===== config.mk =====
export PLATFORM = sky130hd
export DESIGN_NAME = spi_port
export DESIGN_NICKNAME = d
export VERILOG_FILES = /design/src/rtl/spi_port_pkg.sv /design/src/rtl/spi_port_sync.sv /design/src/rtl/spi_port_rate_div.sv /design/src/rtl/spi_port.sv
export SDC_FILE = /design/constraint.sdc
export NUM_CORES = 1
export LEC_CHECK = 0
export BUFFER_PORTS_ARGS = -buffer_cell sky130_fd_sc_hd__buf_2
export CAP_MARGIN = 40
export CORE_MARGIN = 4
export CORE_UTILIZATION = 50
export CTS_CLUSTER_DIAMETER = 80
export DETAILED_ROUTE_END_ITERATION = 7
export HOLD_SLACK_MARGIN = 0.1
export PLACE_DENSITY = 0.81
export SLEW_MARGIN = 20
export SYNTH_ARGS = -nofsm -noshare
export SYNTH_HDL_FRONTEND = slang
export SYNTH_SLANG_ARGS = --single-unit
export TNS_END_PERCENT = 30

===== constraint.sdc =====
create_clock -name clk -period 2.4 [get_ports clk]
set_clock_uncertainty 0.2 [all_clocks]
set_input_delay 0.12 -clock clk [delete_from_list [all_inputs] [get_ports clk]]
set_output_delay 0.12 -clock clk [all_outputs]
set_load 0.01 [all_outputs]

===== src/rtl/spi_port_pkg.sv =====
package spi_port_pkg;

    localparam int BYTE_W  = 8;
    localparam int RATE_W  = 2;
    localparam int CNT_W   = 7;
    localparam int EDGE_W  = $clog2(2 * BYTE_W);
    localparam int ADDR_W  = 2;

    localparam logic [ADDR_W-1:0] A_CTRL = 2'd0;
    localparam logic [ADDR_W-1:0] A_STAT = 2'd1;
    localparam logic [ADDR_W-1:0] A_DATA = 2'd2;
    localparam logic [ADDR_W-1:0] A_AUX  = 2'd3;

    localparam logic [EDGE_W-1:0] EDGE_LAST = EDGE_W'(2 * BYTE_W - 1);

    // system clocks between SCK edges for each rate code
    function automatic logic [CNT_W-1:0] half_period(input logic [RATE_W-1:0] rate);
        case (rate)
            2'd0:    half_period = CNT_W'(2);
            2'd1:    half_period = CNT_W'(8);
            2'd2:    half_period = CNT_W'(32);
            default: half_period = CNT_W'(64);
        endcase
    endfunction

    typedef struct packed {
        logic              en;
        logic              mstr;
        logic              irq_en;
        logic              cpol;
        logic              cpha;
        logic [RATE_W-1:0] rate;
        logic              ss_ign;
        logic              miso_off;
        logic              txe_ie;
        logic [BYTE_W-1:0] tx_buf;
        logic              tx_full;
        logic [BYTE_W-1:0] sh;
        logic [BYTE_W-1:0] rx_sh;
        logic [BYTE_W-1:0] rx_data;
        logic              done;
        logic              modf;
        logic              arm;
        logic              busy;
        logic [EDGE_W-1:0] edge_cnt;
        logic              phase;
        logic              sck_prev;
    } port_state_t;

endpackage


===== src/rtl/spi_port_sync.sv =====
module spi_port_sync #(
    parameter int               WIDTH   = 3,
    parameter int               STAGES  = 2,
    parameter logic [WIDTH-1:0] RST_VAL = '0
) (
    input  logic             clk,
    input  logic             rst_n,
    input  logic [WIDTH-1:0] async_i,
    output logic [WIDTH-1:0] sync_o
);

    logic [WIDTH-1:0] stage_q [STAGES];

    for (genvar s = 0; s < STAGES; s++) begin : g_stage
        if (s == 0) begin : g_first
            always_ff @(posedge clk or negedge rst_n) begin
                if (!rst_n) stage_q[s] <= RST_VAL;
                else        stage_q[s] <= async_i;
            end
        end else begin : g_next
            always_ff @(posedge clk or negedge rst_n) begin
                if (!rst_n) stage_q[s] <= RST_VAL;
                else        stage_q[s] <= stage_q[s-1];
            end
        end
    end

    assign sync_o = stage_q[STAGES-1];

endmodule


===== src/rtl/spi_port_rate_div.sv =====
module spi_port_rate_div #(
    parameter int CNT_W = 7
) (
    input  logic             clk,
    input  logic             rst_n,
    input  logic             run_i,
    input  logic [CNT_W-1:0] half_i,
    output logic             tick_o
);

    logic [CNT_W-1:0] cnt_d, cnt_q;

    always_comb begin
        tick_o = run_i && (cnt_q == half_i - 1'b1);
        cnt_d  = (!run_i || tick_o) ? '0 : cnt_q + 1'b1;
    end

    always_ff @(posedge clk or negedge rst_n) begin
        if (!rst_n) cnt_q <= '0;
        else        cnt_q <= cnt_d;
    end

    // smallest spacing is two clocks, so ticks never come back to back
    a_r3_tick_gap: assert property (@(posedge clk) disable iff (!rst_n)
        tick_o |=> !tick_o);

endmodule


===== src/rtl/spi_port.sv =====
module spi_port
    import spi_port_pkg::*;
(
    input  logic              clk,
    input  logic              rst_n,
    input  logic [ADDR_W-1:0] bus_addr,
    input  logic              bus_wr,
    input  logic              bus_rd,
    input  logic [BYTE_W-1:0] bus_wdata,
    output logic [BYTE_W-1:0] bus_rdata,
    input  logic              sck_i,
    output logic              sck_o,
    output logic              sck_oe,
    input  logic              mosi_i,
    output logic              mosi_o,
    output logic              mosi_oe,
    input  logic              miso_i,
    output logic              miso_o,
    output logic              miso_oe,
    input  logic              ss_n_i,
    output logic              irq_o
);

    port_state_t s_d, s_q;

    logic [2:0] pins_s;
    logic       ss_s, sck_s, mosi_s;
    logic       tick;

    logic              master_run, slave_act, slv_edge, edge_ev;
    logic              din, smp, shf, last, data_acc, fault;
    logic [BYTE_W-1:0] rx_next;

    spi_port_sync #(.WIDTH(3), .STAGES(2), .RST_VAL(3'b100)) sync_i (
        .clk     (clk),
        .rst_n   (rst_n),
        .async_i ({ss_n_i, sck_i, mosi_i}),
        .sync_o  (pins_s)
    );
    assign {ss_s, sck_s, mosi_s} = pins_s;

    spi_port_rate_div #(.CNT_W(CNT_W)) div_i (
        .clk    (clk),
        .rst_n  (rst_n),
        .run_i  (s_q.en && s_q.mstr && s_q.busy),
        .half_i (half_period(s_q.rate)),
        .tick_o (tick)
    );

    always_comb begin
        s_d = s_q;

        master_run = s_q.en && s_q.mstr;
        slave_act  = s_q.en && !s_q.mstr && (s_q.ss_ign || !ss_s);
        slv_edge   = slave_act && (sck_s != s_q.sck_prev);
        edge_ev    = master_run ? (s_q.busy && tick) : slv_edge;
        din        = master_run ? miso_i : mosi_s;
        smp        = (s_q.edge_cnt[0] == s_q.cpha);
        shf        = !smp && (s_q.edge_cnt != '0);
        last       = (s_q.edge_cnt == EDGE_LAST);
        rx_next    = smp ? {s_q.rx_sh[BYTE_W-2:0], din} : s_q.rx_sh;
        fault      = master_run && !s_q.ss_ign && !ss_s;
        data_acc   = (bus_rd || bus_wr) && (bus_addr == A_DATA);

        s_d.sck_prev = sck_s;

        // shift engine shared by both modes
        if (!master_run && !slave_act) begin
            s_d.busy     = 1'b0;
            s_d.edge_cnt = '0;
            s_d.phase    = 1'b0;
        end else if (edge_ev) begin
            s_d.rx_sh    = rx_next;
            if (shf) s_d.sh = {s_q.sh[BYTE_W-2:0], 1'b0};
            s_d.edge_cnt = s_q.edge_cnt + 1'b1;
            if (master_run) s_d.phase = !s_q.phase;
            if (last) begin
                s_d.done    = 1'b1;
                s_d.rx_data = rx_next;
                s_d.busy    = 1'b0;
            end
        end else if (s_q.edge_cnt == '0 && !s_q.busy && s_q.tx_full) begin
            s_d.sh      = s_q.tx_buf;
            s_d.tx_full = 1'b0;
            s_d.busy    = master_run;
            s_d.phase   = 1'b0;
        end

        // collision on the select line while driving the bus
        if (fault) begin
            s_d.mstr     = 1'b0;
            s_d.modf     = 1'b1;
            s_d.busy     = 1'b0;
            s_d.edge_cnt = '0;
            s_d.phase    = 1'b0;
        end

        // register bus
        if (bus_wr) begin
            case (bus_addr)
                A_CTRL: begin
                    s_d.irq_en = bus_wdata[6];
                    s_d.en     = bus_wdata[5];
                    s_d.mstr   = bus_wdata[4];
                    s_d.modf   = 1'b0;
                    if (!s_q.en) begin
                        s_d.cpol = bus_wdata[3];
                        s_d.cpha = bus_wdata[2];
                        s_d.rate = bus_wdata[1:0];
                    end
                end
                A_DATA: begin
                    s_d.tx_buf  = bus_wdata;
                    s_d.tx_full = 1'b1;
                end
                A_AUX: begin
                    s_d.txe_ie   = bus_wdata[2];
                    s_d.miso_off = bus_wdata[1];
                    s_d.ss_ign   = bus_wdata[0];
                end
                default: ;
            endcase
        end
        if (bus_rd && bus_addr == A_STAT && s_q.done) s_d.arm = 1'b1;
        if (data_acc && s_q.arm) begin
            s_d.done = 1'b0;
            s_d.arm  = 1'b0;
        end
    end

    always_ff @(posedge clk or negedge rst_n) begin
        if (!rst_n) s_q <= '0;
        else        s_q <= s_d;
    end

    always_comb begin
        case (bus_addr)
            A_CTRL:  bus_rdata = {1'b0, s_q.irq_en, s_q.en, s_q.mstr, s_q.cpol, s_q.cpha, s_q.rate};
            A_STAT:  bus_rdata = {s_q.done, s_q.modf, !s_q.tx_full, 5'b0};
            A_DATA:  bus_rdata = s_q.rx_data;
            default: bus_rdata = {5'b0, s_q.txe_ie, s_q.miso_off, s_q.ss_ign};
        endcase
    end

    assign sck_o   = s_q.mstr ? (s_q.cpol ^ s_q.phase) : s_q.cpol;
    assign sck_oe  = s_q.en && s_q.mstr;
    assign mosi_o  = s_q.sh[BYTE_W-1];
    assign mosi_oe = s_q.en && s_q.mstr;
    assign miso_o  = s_q.sh[BYTE_W-1];
    assign miso_oe = s_q.en && !s_q.mstr && (s_q.ss_ign || !ss_s) && !s_q.miso_off;
    assign irq_o   = s_q.irq_en && (s_q.done || s_q.modf || (s_q.txe_ie && !s_q.tx_full));

    // completion only after the last of the sixteen edges
    a_r1_done_on_last_edge: assert property (@(posedge clk) disable iff (!rst_n)
        $rose(s_q.done) |-> $past(s_q.edge_cnt) == EDGE_LAST);

    // the master clock only moves on a divider tick
    a_r3_sck_on_tick: assert property (@(posedge clk) disable iff (!rst_n)
        (s_q.busy && !tick) |=> (!s_q.busy || $stable(s_q.phase)));

    // format and rate hold while enabled
    a_r4_static_cfg: assert property (@(posedge clk) disable iff (!rst_n)
        (s_q.en && $past(s_q.en)) |-> $stable({s_q.cpol, s_q.cpha, s_q.rate}));

    // a fault releases the master drivers
    a_r5_fault_release: assert property (@(posedge clk) disable iff (!rst_n)
        $rose(s_q.modf) |-> (!sck_oe && !mosi_oe));

    // with the empty-buffer source gated and no other flag, no interrupt
    a_r10_txe_gated: assert property (@(posedge clk) disable iff (!rst_n)
        (!s_q.txe_ie && !s_q.done && !s_q.modf) |-> !irq_o);

endmodule


==> results of run 1 <==
synth_stat cells, types with 4 or more instances:
library cell                n  share of area (%)
sky130_fd_sc_hd__clkbuf_1   5               0.60
sky130_fd_sc_hd__o32a_2     4                1.4
sky130_fd_sc_hd__dfrtp_1   64                 51
sky130_fd_sc_hd__mux2_2    40                 14
sky130_fd_sc_hd__inv_1      8               0.96
sky130_fd_sc_hd__a21oi_1    5               0.80
sky130_fd_sc_hd__nand2_1   10                1.2
sky130_fd_sc_hd__nor2_1    19                2.3
sky130_fd_sc_hd__o21a_1     8                1.9
sky130_fd_sc_hd__xnor2_1    9                2.5
sky130_fd_sc_hd__nand3_1   12                1.9
sky130_fd_sc_hd__mux2i_1    8                2.6
sky130_fd_sc_hd__o32a_1     4                1.3
sky130_fd_sc_hd__o21ai_0   10                1.6
critical path, cell delays in order (launching register included):
cell and delay (ns):
sky130_fd_sc_hd__dfrtp_1 0.42, sky130_fd_sc_hd__or4_1 0.50, sky130_fd_sc_hd__nand3_2 0.13, sky130_fd_sc_hd__a31oi_4 0.16
sky130_fd_sc_hd__nor2b_2 0.35, sky130_fd_sc_hd__mux2_2 0.38
worst max-delay path by stage:
stage,from,to,slack [ns],cells past startpoint
floorplan,s_q[47],s_q[19],0.26,6
global placement,div_i.cnt_q[1],s_q[22],0.21,5
detailed placement,div_i.cnt_q[1],s_q[20],0.15,5
CTS,div_i.cnt_q[1],s_q[20],0.14,5
global route,s_q[47],s_q[23],0.02,6
finish,div_i.cnt_q[1],s_q[25],0.15,5
what timing repair did:
action                                 in CTS  in global routing
endpoints found under the hold margin      87                  0
hold buffers                               15                  0
setup endpoints to repair                   0                  0
cell families (layout without fill, tap and decap cells):
group	Yosys count	in the layout	share of synthesized area, %
and+or+nand+nor	68	68	12.1
DFF	66	66	52.8
muxes	48	48	16.9
AOI/OAI and AO/OA	44	44	10.7
buffers and inverters	20	80	3.20
xor gates and xnor gates	11	11	3.08
adders and majority gates	3	3	1.20
metal layers:
| metal | vias to the layer above | track usage, % |
|---|---|---|
| met3 | 12 | 4.73 |
| met2 | 42 | 30.2 |
| li1 | 1051 | - |
| met5 | - | 0 |
| met1 | 1119 | 24.5 |
| met4 | 0 | 7.39 |
area by class of cell:
class,instances,area [um2]
Clock inverter,3,15.0
Clock buffer,13,149
Fill cell,455,2280
Sequential cell,66,1650
Tap cell,75,93.8
Multi-Input combinational cell,174,1380
Inverter,8,30.0
Timing Repair Buffer,56,390
cell usage in the layout, fill, tap and decap left out, types with 2 or more instances in the layout:
cell type and instances:
sky130_fd_sc_hd__a21oi_1 5, sky130_fd_sc_hd__a22o_1 2, sky130_fd_sc_hd__buf_2 32, sky130_fd_sc_hd__buf_4 8
sky130_fd_sc_hd__clkbuf_1 3, sky130_fd_sc_hd__clkbuf_8 10, sky130_fd_sc_hd__clkinv_2 3, sky130_fd_sc_hd__dfrtp_1 64
sky130_fd_sc_hd__dfstp_2 2, sky130_fd_sc_hd__dlygate4sd3_1 15, sky130_fd_sc_hd__ha_1 3, sky130_fd_sc_hd__inv_1 8
sky130_fd_sc_hd__mux2_2 40, sky130_fd_sc_hd__mux2i_1 8, sky130_fd_sc_hd__nand2_1 10, sky130_fd_sc_hd__nand2b_1 3
sky130_fd_sc_hd__nand3_1 12, sky130_fd_sc_hd__nand3b_1 3, sky130_fd_sc_hd__nand4_1 2, sky130_fd_sc_hd__nand4b_1 2
sky130_fd_sc_hd__nor2_1 19, sky130_fd_sc_hd__nor2b_1 2, sky130_fd_sc_hd__nor3_1 2, sky130_fd_sc_hd__o21a_1 8
sky130_fd_sc_hd__o21ai_0 10, sky130_fd_sc_hd__o22ai_1 2, sky130_fd_sc_hd__o32a_1 4, sky130_fd_sc_hd__o32a_2 4
sky130_fd_sc_hd__or3_1 2, sky130_fd_sc_hd__or4_1 2, sky130_fd_sc_hd__xnor2_1 9, sky130_fd_sc_hd__xor2_1 2
report_power, final:
part | switching, mW | total, mW | leakage [nW] | internal [mW]
logic | 0.370 | 0.807 | 0.762 | 0.437
registers | 0.164 | 1.50 | 0.827 | 1.34
clock network | 0.404 | 0.804 | 0.0872 | 0.399
total | 0.938 | 3.11 | 1.68 | 2.17
flip-flops by register name (all words and copies together), names as in the netlist:
name            cells
div_i.cnt_q         7
sync_i.stage_q      3
sync_i.sync_o       3
s_q                52
miso_o              1
==> summary.md, run 1 <==
The run finished with clean final reports. The logs give 0 for the final count of pins violating max slew and 28 for the number of placement rows. Setup violations remaining at the end of the flow were counted as 0. The deepest level of the CTS H-tree was 3. The logs give 61.9% for the final standard cell utilization of the core and 260 for the synthesized instance count. The share of synthesized area occupied by flip-flops and latches came out at 52.8%. Measured along the y axis, the die boundary spans 87.1 um. The antenna diode count is 0. The final weighted congestion of routability-driven global placement was 0.899; the routed length on met1 was 2.98 mm.

The logs give 33 for the total I/O pin count and 2224 for the number of vias after detailed routing. The total design power is 3.11 mW, and the count of placed standard cells in the final layout, fillers left out is 395. In the final layout, the share of cells above drive strength 1 is 33.4%. In this run, synthesis produced a sequential element count of 66. After detailed routing, the number of vias per cell comes to 5.63. The run gives 42 as the largest net degree at the start of global routing. The number of enable-type register cells in the synthesized netlist works out to 0.

The total number of nets in the final design came out at 336. In this run the cell area of the synthesized design comes to 0.00313 mm2. The post-cts gate resize count is 0, and the number of buffers created by CTS is 9. The cell area after placement was 0.00340 mm2; the quantity of I/O buffers inserted on ports was 32. Dividing the final minimum period by the clock period gives 93.8%. The placed wire-length estimate after detailed placement is 4.51 mm, and the power per unit of standard cell area is 838 mW/mm2. The synthesized area divided by synthesized cell count works out to 12.0 um2. For the pin with the worst max-slew slack, the measured transition is 0.599 ns.

In the synthesized netlist the async set-or-reset flop fraction comes to 100%. The run gives 0.00599 mm2 as the total core area. The tools report the nature of the critical path startpoint as a flip-flop. The detail route stage leaves a number of antenna-violating nets equal to 0. For this run, the detailed router's first-pass iteration total came to 4. In this run the register-to-register setup slack is 0.15 ns.

With fillers left out, the area of the finished cells amounts to 0.00371 mm2. The highest clock frequency the design can meet came out at 0.444 GHz. The data arrival time of the critical path was 2.28 ns; the pre-CTS setup slack was 0.153 ns. In the routed design, unresolved DRC markers number 0. For the worst flop-to-flop path, the logic depth is 5. The deepest clock path buffer count came out at 2.

The final period demand of the worst path came out at 2.25 ns. The worst setup path is of the reg -> reg kind. The tools report the final-layout worst hold slack as 0.123 ns. Starting DRC count in detailed routing: 145. The worst register-to-register path ends at s_q[25]. Data required time at the worst endpoint: 2.42 ns.

The worst setup margin is 0.148 ns. The most used flip-flop cell after synthesis is sky130_fd_sc_hd__dfrtp_1. The worst register-to-register path begins at div_i.cnt_q[1].

The via count of the first global-routing pass was 2259. For the static power due to leakage, the log shows 1.68 nW. The clock-pin slew of the registers on the worst-case setup and hold paths is 0.07 ns. The detailed router used layers up to and including met4.

The first global-routing pass estimated 10.9 mm of wire. The tool flagged a number of max-cap violations equal to 0. The run gives 364 as the total placed cells including tap cells.

The initial utilization of the core area, before any placement, comes to 52.3%. Measured against its own limit, the worst slew margin works out to 59.8%. The initial antenna violation count was 0; the die outline width was 87.1 um. The area added between synthesis and finish was 18.5%; the clock sink count was 66.

The total overflow left after global routing is 0. The die covers 0.00759 mm2. The number of library cell types mapped by synthesis was 49; the wire length on met2 was 3.10 mm. Cell at the root of the clock tree: sky130_fd_sc_hd__clkbuf_8.

For this block, the routed nets add up to 6.42 mm of wire. The global-route total usage across every layer is 18.8%, and the number of failing hold endpoints at the final stage is 0. Post-CTS timing repair inserted 0 buffers for setup. The routed design uses 227 um of met3 wire. Along the worst path, the maximum fanout reaches 7. The tools report the setup TNS as 0 ns. In the final routed layout, each cell accounts on average for 16.3 um. The kind of capture point of the worst setup path was a flip-flop. Counting every net in the synthesized netlist gives 281. The clock latency of the later-clocked register in the worst-skew pair was 0.34 ns.

Setup repair after global routing left no endpoint under its margin. In this run the worst hold path is classified as in -> async. IR analysis of the VDD net gives a maximum drop of 0.606 mV. The number of synthesis warnings came out at 0. TritonCTS built the clock tree.
Power figures use the tool's default switching activity.
==> run 2: changes to the inputs <==
--- a/config.mk
+++ b/config.mk
@@ -7,6 +7,7 @@
 export LEC_CHECK = 0
 export BUFFER_PORTS_ARGS = -buffer_cell sky130_fd_sc_hd__buf_2
 export CAP_MARGIN = 40
+export CORE_ASPECT_RATIO = 0.5
 export CORE_MARGIN = 4
 export CORE_UTILIZATION = 50
 export CTS_CLUSTER_DIAMETER = 80
==> run 2 against run 1 <==
Effect of this change: non-clock buffer count is the same; register-to-register slack lost 0.04 ns; highest routed layer unchanged; global-route usage grew 1.8 points; total power grew 16%; fmax shrank 1.5%; die area grew 1.0%; sequential power is essentially flat.
==> summary.md, run 2 (same netlist as run 1, synthesis figures left out) <==
The flow ran to the end, and the final reports show no timing, DRC or antenna violations. The end point of the most critical hold path was sync_i.sync_o[1]. The beginning of the critical path was s_q[47].

The die outline width is 120 um (+38%). The setup TNS is 0 ns (unchanged), and the power per unit of standard cell area is 933 mW/mm2 (+11%). The final count of pins violating max slew came out at 0 (unchanged). The tools report the worst reg2reg path endpoint as s_q[20]. Data arrival time of the critical path: 2.30 ns (+0.02 ns). The run gives 20.6% (+1.8 points) as the global-route total usage across every layer. The pre-CTS setup slack was 0.107 ns (-0.0461 ns). The tools report the worst setup margin as 0.113 ns (-0.0350 ns). The tools report the worst slew margin relative to its limit as 55.9% (-3.9 points). In the final layout, the registers with the most flip-flops are s_q (52), div_i.cnt_q (7). The run gives 0 (unchanged) as the global route total overflow. The signal on the critical path passes through or4_1, nand3_2, a31oi_4, nor2b_2, mux2_2. The tools report the total setup buffers inserted after CTS as 0 (unchanged). The die outline height came out at 64.0 um (-27%). The final wirelength was 7.15 mm (+11%); the post-cts gate resize count was 0 (unchanged). The tools report the nature of the critical path startpoint as a flip-flop. The tools report the post-layout instance area as 0.00385 mm2 (+3.8%). The final critical-path share of the clock period was 95.3% (+1.5 points). The cell at the root of the clock tree is sky130_fd_sc_hd__clkbuf_16. The total I/O pin count was 33 (unchanged). Setup repair after global routing left no endpoint under its margin. The initial standard-cell utilization of the core was 51.5% (-0.77 points); the filler cell count was 433 (-4.8%). The fraction of layout instances using a drive strength above 1 was 33.2% (-0.21 points); the number of failing hold endpoints at the final stage was 0 (unchanged). For the largest net degree at the start of global routing, the log shows 40 (-4.8%). The most common cell after layout, fill and taps aside is sky130_fd_sc_hd__dfrtp_1. The run gives 0 (unchanged) as the remaining design rule violation count. In the layout the commonest cells are sky130_fd_sc_hd__dfrtp_1 (64), sky130_fd_sc_hd__mux2_2 (40), sky130_fd_sc_hd__buf_2 (32), sky130_fd_sc_hd__nor2_1 (19), sky130_fd_sc_hd__dlygate4sd3_1 (16). Type of the most critical hold path: reg -> reg. The full die area is 0.00767 mm2 (+1.0%), and the quantity of I/O buffers inserted on ports is 32 (unchanged). The antenna diode count is 0 (unchanged), and the placed wire-length estimate after detailed placement is 4.86 mm (+7.9%). TritonCTS built the clock tree. The hold-critical path depth works out to 0. The total placed cells including tap cells came out at 376 (+3.3%). The total core area was 0.00608 mm2 (+1.5%); the deepest level of the CTS H-tree was 3 (unchanged).

The static power due to leakage was 1.73 nW (+3.3%). The cell area after placement is 0.00340 mm2 (+0.26%). In this run the critical register-to-register path is launched from s_q[47]. The actual transition at the worst max-transition pin is 0.661 ns (+0.0625 ns).

The average wire length per cell after detail routing works out to 17.6 um (+8.1%). Launch point of the worst hold path: sync_i.stage_q[4]. The number of placement rows came out at 20 (-29%).

The run gives 2376 (+5.2%) as the via count of the first global-routing pass. Delay of the slowest critical-path stage: 0.55 ns (+0.05 ns). The number of vias after detailed routing was 2266 (+1.9%); the max-capacitance violation count was 0 (unchanged). The tools report the worst vdd rail ir drop as 0.473 mV (-22%).

The register containing the most flip-flops in the final layout was s_q. Start-to-end type of the worst setup path: reg -> reg. The total number of nets in the final design is 336 (unchanged), and the remaining antenna violation count after routing is 0 (unchanged). The tools report the length of the first detailed-routing pass in iterations as 4 (unchanged). First-pass GRT wire length: 12.2 mm (+12%).

The area added between synthesis and finish works out to 23.0%. Starting DRC count in detailed routing: 194 (+34%). On the critical path, the stage with the largest delay is an instance of sky130_fd_sc_hd__or4_1. The final period demand of the worst path was 2.29 ns (+0.0350 ns). The clock latency of the later-clocked register in the worst-skew pair was 0.33 ns (about the same); the initial antenna violation count was 0 (unchanged). The tools report the count of placed standard cells in the final layout, fillers left out as 407 (+3.0%).

For the worst setup slack for register-to-register paths, the log shows 0.11 ns (-0.04 ns). The tools report the clock sink count as 66 (unchanged). The worst setup path is captured at a flip-flop. Post-detailed-route via-to-cell ratio: 5.57 (-1.1%). For the number of buffers created by CTS, the log shows 9 (unchanged). Final weighted congestion of routability-driven global placement: 0.898 (-0.18%).

The highest clock frequency the design can meet is 0.437 GHz (-1.5%), and the data required time at the worst endpoint is 2.41 ns (about the same). The clock-pin slew of the registers on the worst-case setup and hold paths was 0.05 ns (-0.02 ns); the deepest clock path buffer count was 2 (unchanged). The final-report setup violation count is 0 (unchanged). The final-layout worst hold slack was 0.154 ns (+0.0305 ns); the worst reg-to-reg path cell count was 5 (unchanged).

The top fanout value on the critical path came out at 7 (unchanged). The flip-flop count of the largest register after layout was 52 (unchanged).
## run 2: cell count changes in the layout (fill, tap and decap cells not counted)
cell and delta:
sky130_fd_sc_hd__clkbuf_16 +9, sky130_fd_sc_hd__buf_4 -1, sky130_fd_sc_hd__clkinv_2 -1, sky130_fd_sc_hd__clkbuf_1 -1, sky130_fd_sc_hd__bufinv_16 +1, sky130_fd_sc_hd__dlygate4sd3_1 +1, sky130_fd_sc_hd__clkbuf_8 -9
## run 2: critical path: cells and delay by family (launching register included)
family	cells	cell delay (ns)
AND/OR/NAND/NOR	3	1.03
flip-flops	1	0.43
multiplexers	1	0.39
AO/OA/AOI/OAI	1	0.10
## run 2: power breakdown
part | switching (mW) | leakage (nW) | internal [mW] | total [mW]
Sequential | 0.188 | 0.827 | 1.34 | 1.53
Combinational | 0.369 | 0.762 | 0.429 | 0.799
Clock | 0.447 | 0.142 | 0.822 | 1.27
## run 2: worst max-delay path by stage
stage | to | depth (start not counted)
floorplan | s_q[19] | 6
global placement | s_q[17] | 6
detailed placement | s_q[11] | 6
CTS | s_q[11] | 6
global route | s_q[20] | 5
finish | s_q[20] | 5
## run 2: layout make-up
| class | count | area, um2 | area share (%) |
|---|---|---|---|
| inverter | 8 | 30.0 | 0.780 |
| multi-input combinational | 174 | 1380 | 35.8 |
| clock buffer | 12 | 246 | 6.40 |
| clock inverter | 3 | 40.0 | 1.04 |
| sequential | 66 | 1650 | 43.0 |
| timing repair buffer | 56 | 393 | 10.2 |
| tap | 88 | 110 | 2.86 |
## run 2: layer usage
layer | vias to the layer above | global-route usage (%) | share of wire (%)
met1 | 1131 | 26.7 | 44
met5 | - | 0 | 0
met4 | 0 | 6.70 | 1.2
met2 | 79 | 33.0 | 48
li1 | 1046 | - | -
met3 | 10 | 6.63 | 6.0
## run 2: timing repair
action                                  4_1_cts  5_1_grt
hold endpoints to repair                     52        0
hold buffers                                 16        0
endpoints found under the setup margin        0        1
## run 2: stage by stage
stage | util, % | total power, mW
4_1_cts | 63.3 | 3.60
3_3_place_gp | 56.0 | 2.25
5_1_grt | 63.3 | 3.77
3_5_place_dp | 56.0 | 2.30
6_report | 63.3 | 3.59
2_1_floorplan | - | 2.06
==> run 3: changes to the inputs <==
--- a/config.mk
+++ b/config.mk
@@ -9,11 +9,11 @@
 export CAP_MARGIN = 40
 export CORE_ASPECT_RATIO = 0.5
 export CORE_MARGIN = 4
-export CORE_UTILIZATION = 50
+export CORE_UTILIZATION = 30
 export CTS_CLUSTER_DIAMETER = 80
 export DETAILED_ROUTE_END_ITERATION = 7
 export HOLD_SLACK_MARGIN = 0.1
-export PLACE_DENSITY = 0.81
+export PLACE_DENSITY = 0.57
 export SLEW_MARGIN = 20
 export SYNTH_ARGS = -nofsm -noshare
 export SYNTH_HDL_FRONTEND = slang
==> run 3 against run 2 <==
Effect of this change: sequential share of layout area fell by 1.5 points; highest routed layer unchanged; first-iteration DRC count fell by 15%; utilization fell by 24 points; largest cell class unchanged; worst hold slack got worse by 0.014 ns; critical endpoint is now s_q[32]; total power rose by 4.0%; fmax rose by 1.6%; global-route usage fell by 8.5 points; critical path type unchanged.
==> summary.md, run 3 (same netlist as run 1, synthesis figures left out) <==
The flow ran to the end, and the final reports show no timing, DRC or antenna violations. The remaining antenna violation count after routing was 0 (unchanged). The worst reg2reg path endpoint is s_q[32]. The average wire length per cell after detail routing was 15.1 um (-14%). The logs give 0 (unchanged) for the final count of pins violating max slew and 464 (+14%) for the count of placed standard cells in the final layout, fillers left out. Starting DRC count in detailed routing: 165 (-15%). From synthesis to final layout, the design area changed by 27.3%. The number of placement rows is 26 (+30%). The tools report the startpoint of the worst-slack reg-to-reg timing path as s_q[47]. The run gives 0.00350 mm2 (+2.8%) as the cell area after placement. The data required time at the worst endpoint is 2.42 ns (about the same), and the final critical-path share of the clock period is 93.8% (-1.5 points). The initial standard-cell utilization of the core is 30.8% (-21 points).

For the total I/O pin count, the log shows 33 (unchanged). Total core area: 0.0102 mm2 (+67%). The top cell types in the final layout, fill and taps aside, are sky130_fd_sc_hd__dfrtp_1 (64), sky130_fd_sc_hd__mux2_2 (40), sky130_fd_sc_hd__buf_2 (32), sky130_fd_sc_hd__nor2_1 (19), sky130_fd_sc_hd__dlygate4sd3_1 (16). The run gives 0.444 GHz (+1.6%) as the highest clock frequency the design can meet. The slowest cell on the critical path was sky130_fd_sc_hd__or4_1. The final period demand of the worst path is 2.25 ns (-0.0361 ns), and the clock latency of the later-clocked register in the worst-skew pair is 0.34 ns (about the same). For the deepest clock path buffer count, the log shows 2 (unchanged). The logs give 11.6 mm (-4.3%) for the first-pass GRT wire length and 340 (+1.2%) for the total number of nets in the final design. Walking the worst path, the cells encountered are or4_1, nand3_2, a31oi_4, buf_4, o32a_2, o21a_1. Die outline width: 152 um (+27%). TritonCTS built the clock tree.

For the final wirelength, the log shows 6.99 mm (-2.2%). The worst setup slack for register-to-register paths was 0.15 ns (+0.04 ns); the power per unit of standard cell area was 937 mW/mm2 (+0.40%). The library cell used most frequently in the layout, excluding fill and tap cells, is sky130_fd_sc_hd__dfrtp_1. The logs give 39.2% (-24 points) for the final standard cell utilization of the core and 2215 (-2.3%) for the number of vias after detailed routing. The final-layout worst hold slack is 0.140 ns (-0.0139 ns), and the remaining design rule violation count is 0 (unchanged).

The delay of the slowest critical-path stage works out to 0.55 ns (about the same). The actual transition at the worst max-transition pin is 0.551 ns (-0.111 ns), and the length of the first detailed-routing pass in iterations is 4 (unchanged). The run gives 0.00399 mm2 (+3.5%) as the post-layout instance area. The tools report the global route total overflow as 0 (unchanged). Initial antenna violation count: 0 (unchanged).

The flip-flop count of the largest register after layout came out at 52 (unchanged). The top fanout value on the critical path works out to 8 (+1). The number of failing hold endpoints at the final stage is 0 (unchanged). Clock-pin slew of the registers on the worst-case setup and hold paths: 0.05 ns (about the same). In the final layout, the registers with the most flip-flops are s_q (52), div_i.cnt_q (7). The root buffer cell chosen for the clock tree is sky130_fd_sc_hd__clkbuf_16. The largest net degree at the start of global routing was 67 (+68%).

The tools report the static power due to leakage as 1.77 nW (+2.0%). The fraction of layout instances using a drive strength above 1 came out at 35.2% (+2.0 points). The worst setup path is launched from a flip-flop. The worst reg-to-reg path cell count is 6 (+1). Setup TNS: 0 ns (unchanged).

In this run the worst hold path is classified as in -> async. The tools report the global-route total usage across every layer as 12.1% (-8.5 points). Worst vdd rail ir drop: 0.297 mV (-37%). The run gives 0 (unchanged) as the final-report setup violation count. STA classifies the critical path endpoint as a flip-flop.

Ranked by flip-flop count, first place goes to s_q. Setup repair after global routing left no endpoint under its margin. The deepest level of the CTS H-tree is 3 (unchanged), and the total placed cells including tap cells is 432 (+15%).

The die outline height is 80.2 um (+25%), and the antenna diode count is 0 (unchanged). The run gives 66 (unchanged) as the clock sink count. The tools report the worst slew margin relative to its limit as 62.9% (+7.0 points).

The via count of the first global-routing pass is 2273 (-4.3%). The run gives 0.0122 mm2 (+60%) as the full die area. The run gives 0 (unchanged) as the max-capacitance violation count. The final weighted congestion of routability-driven global placement was 0.809 (-9.9%); the placed wire-length estimate after detailed placement was 4.91 mm (+0.89%). The quantity of I/O buffers inserted on ports works out to 32 (unchanged). The worst setup path is of the reg -> reg kind. The post-detailed-route via-to-cell ratio came out at 4.77 (-14%). The data arrival time of the critical path is 2.27 ns (-0.03 ns), and the number of buffers created by CTS is 9 (unchanged).
## run 3: changes by cell type in the layout (fill, tap and decap cells not counted)
cell                         before  now
sky130_fd_sc_hd__buf_4            7   11
sky130_fd_sc_hd__bufinv_16        1    2
sky130_fd_sc_hd__clkbuf_1         2    0
sky130_fd_sc_hd__clkbuf_8         1    0
sky130_fd_sc_hd__clkinv_4         0    1
sky130_fd_sc_hd__clkinvlp_4       0    2
sky130_fd_sc_hd__nor2b_2          1    0
sky130_fd_sc_hd__nor2b_4          0    1
sky130_fd_sc_hd__o21ai_1          1    0
sky130_fd_sc_hd__o21ai_2          0    1
## run 3: per-layer routing
metal	global-route usage (%)	share of wire, %	vias up
li1	-	-	1051
met1	15.2	48	1125
met2	20.0	47	32
met3	3.55	3.3	7
met4	4.27	0.99	0
met5	0	0	-
## run 3: worst max path at each step
stage | end | depth (start not counted) | from | slack, ns
final | s_q[32] | 6 | s_q[47] | 0.15
after global routing | s_q[12] | 6 | s_q[47] | 0.02
after CTS | s_q[19] | 5 | s_q[47] | 0.06
after detailed placement | s_q[19] | 5 | s_q[47] | 0.08
after global placement | s_q[25] | 5 | s_q[47] | 0.16
after floorplan | s_q[19] | 6 | s_q[47] | 0.26
## run 3: layout make-up
cell class | instances | area [um2]
fill | 980 | 6190
multi-input combinational | 174 | 1390
tap | 140 | 175
clock buffer | 9 | 225
inverter | 8 | 30.0
timing repair buffer | 60 | 423
sequential | 66 | 1650
clock inverter | 7 | 93.8
## run 3: timing repair
action                                  CTS  global route
hold buffers                             16             0
endpoints found under the setup margin    0             7
setup buffers                             0             0
hold endpoints to repair                 89             0
resized for setup                         0             2
## run 3: stage by stage
step,setup WS (ns),power (mW)
2_1_floorplan,0.265,2.06
3_3_place_gp,0.158,2.29
3_5_place_dp,0.0805,2.33
6_report,0.149,3.74
5_1_grt,0.0176,3.93
4_1_cts,0.0561,3.78
## run 3: where the power goes
part	internal [mW]	switching, mW	total, mW	leakage [nW]
combinational	0.453	0.371	0.825	0.787
clock	0.906	0.491	1.40	0.151
sequential	1.34	0.176	1.51	0.827
## run 3: worst max-delay path, delay by kind of cell, from the launching register on
family / cells / cell delay [ns]
AO/OA/AOI/OAI: 3 / 0.62
buffers and inverters: 1 / 0.23
flip-flops: 1 / 0.40
AND/OR/NAND/NOR: 2 / 0.68
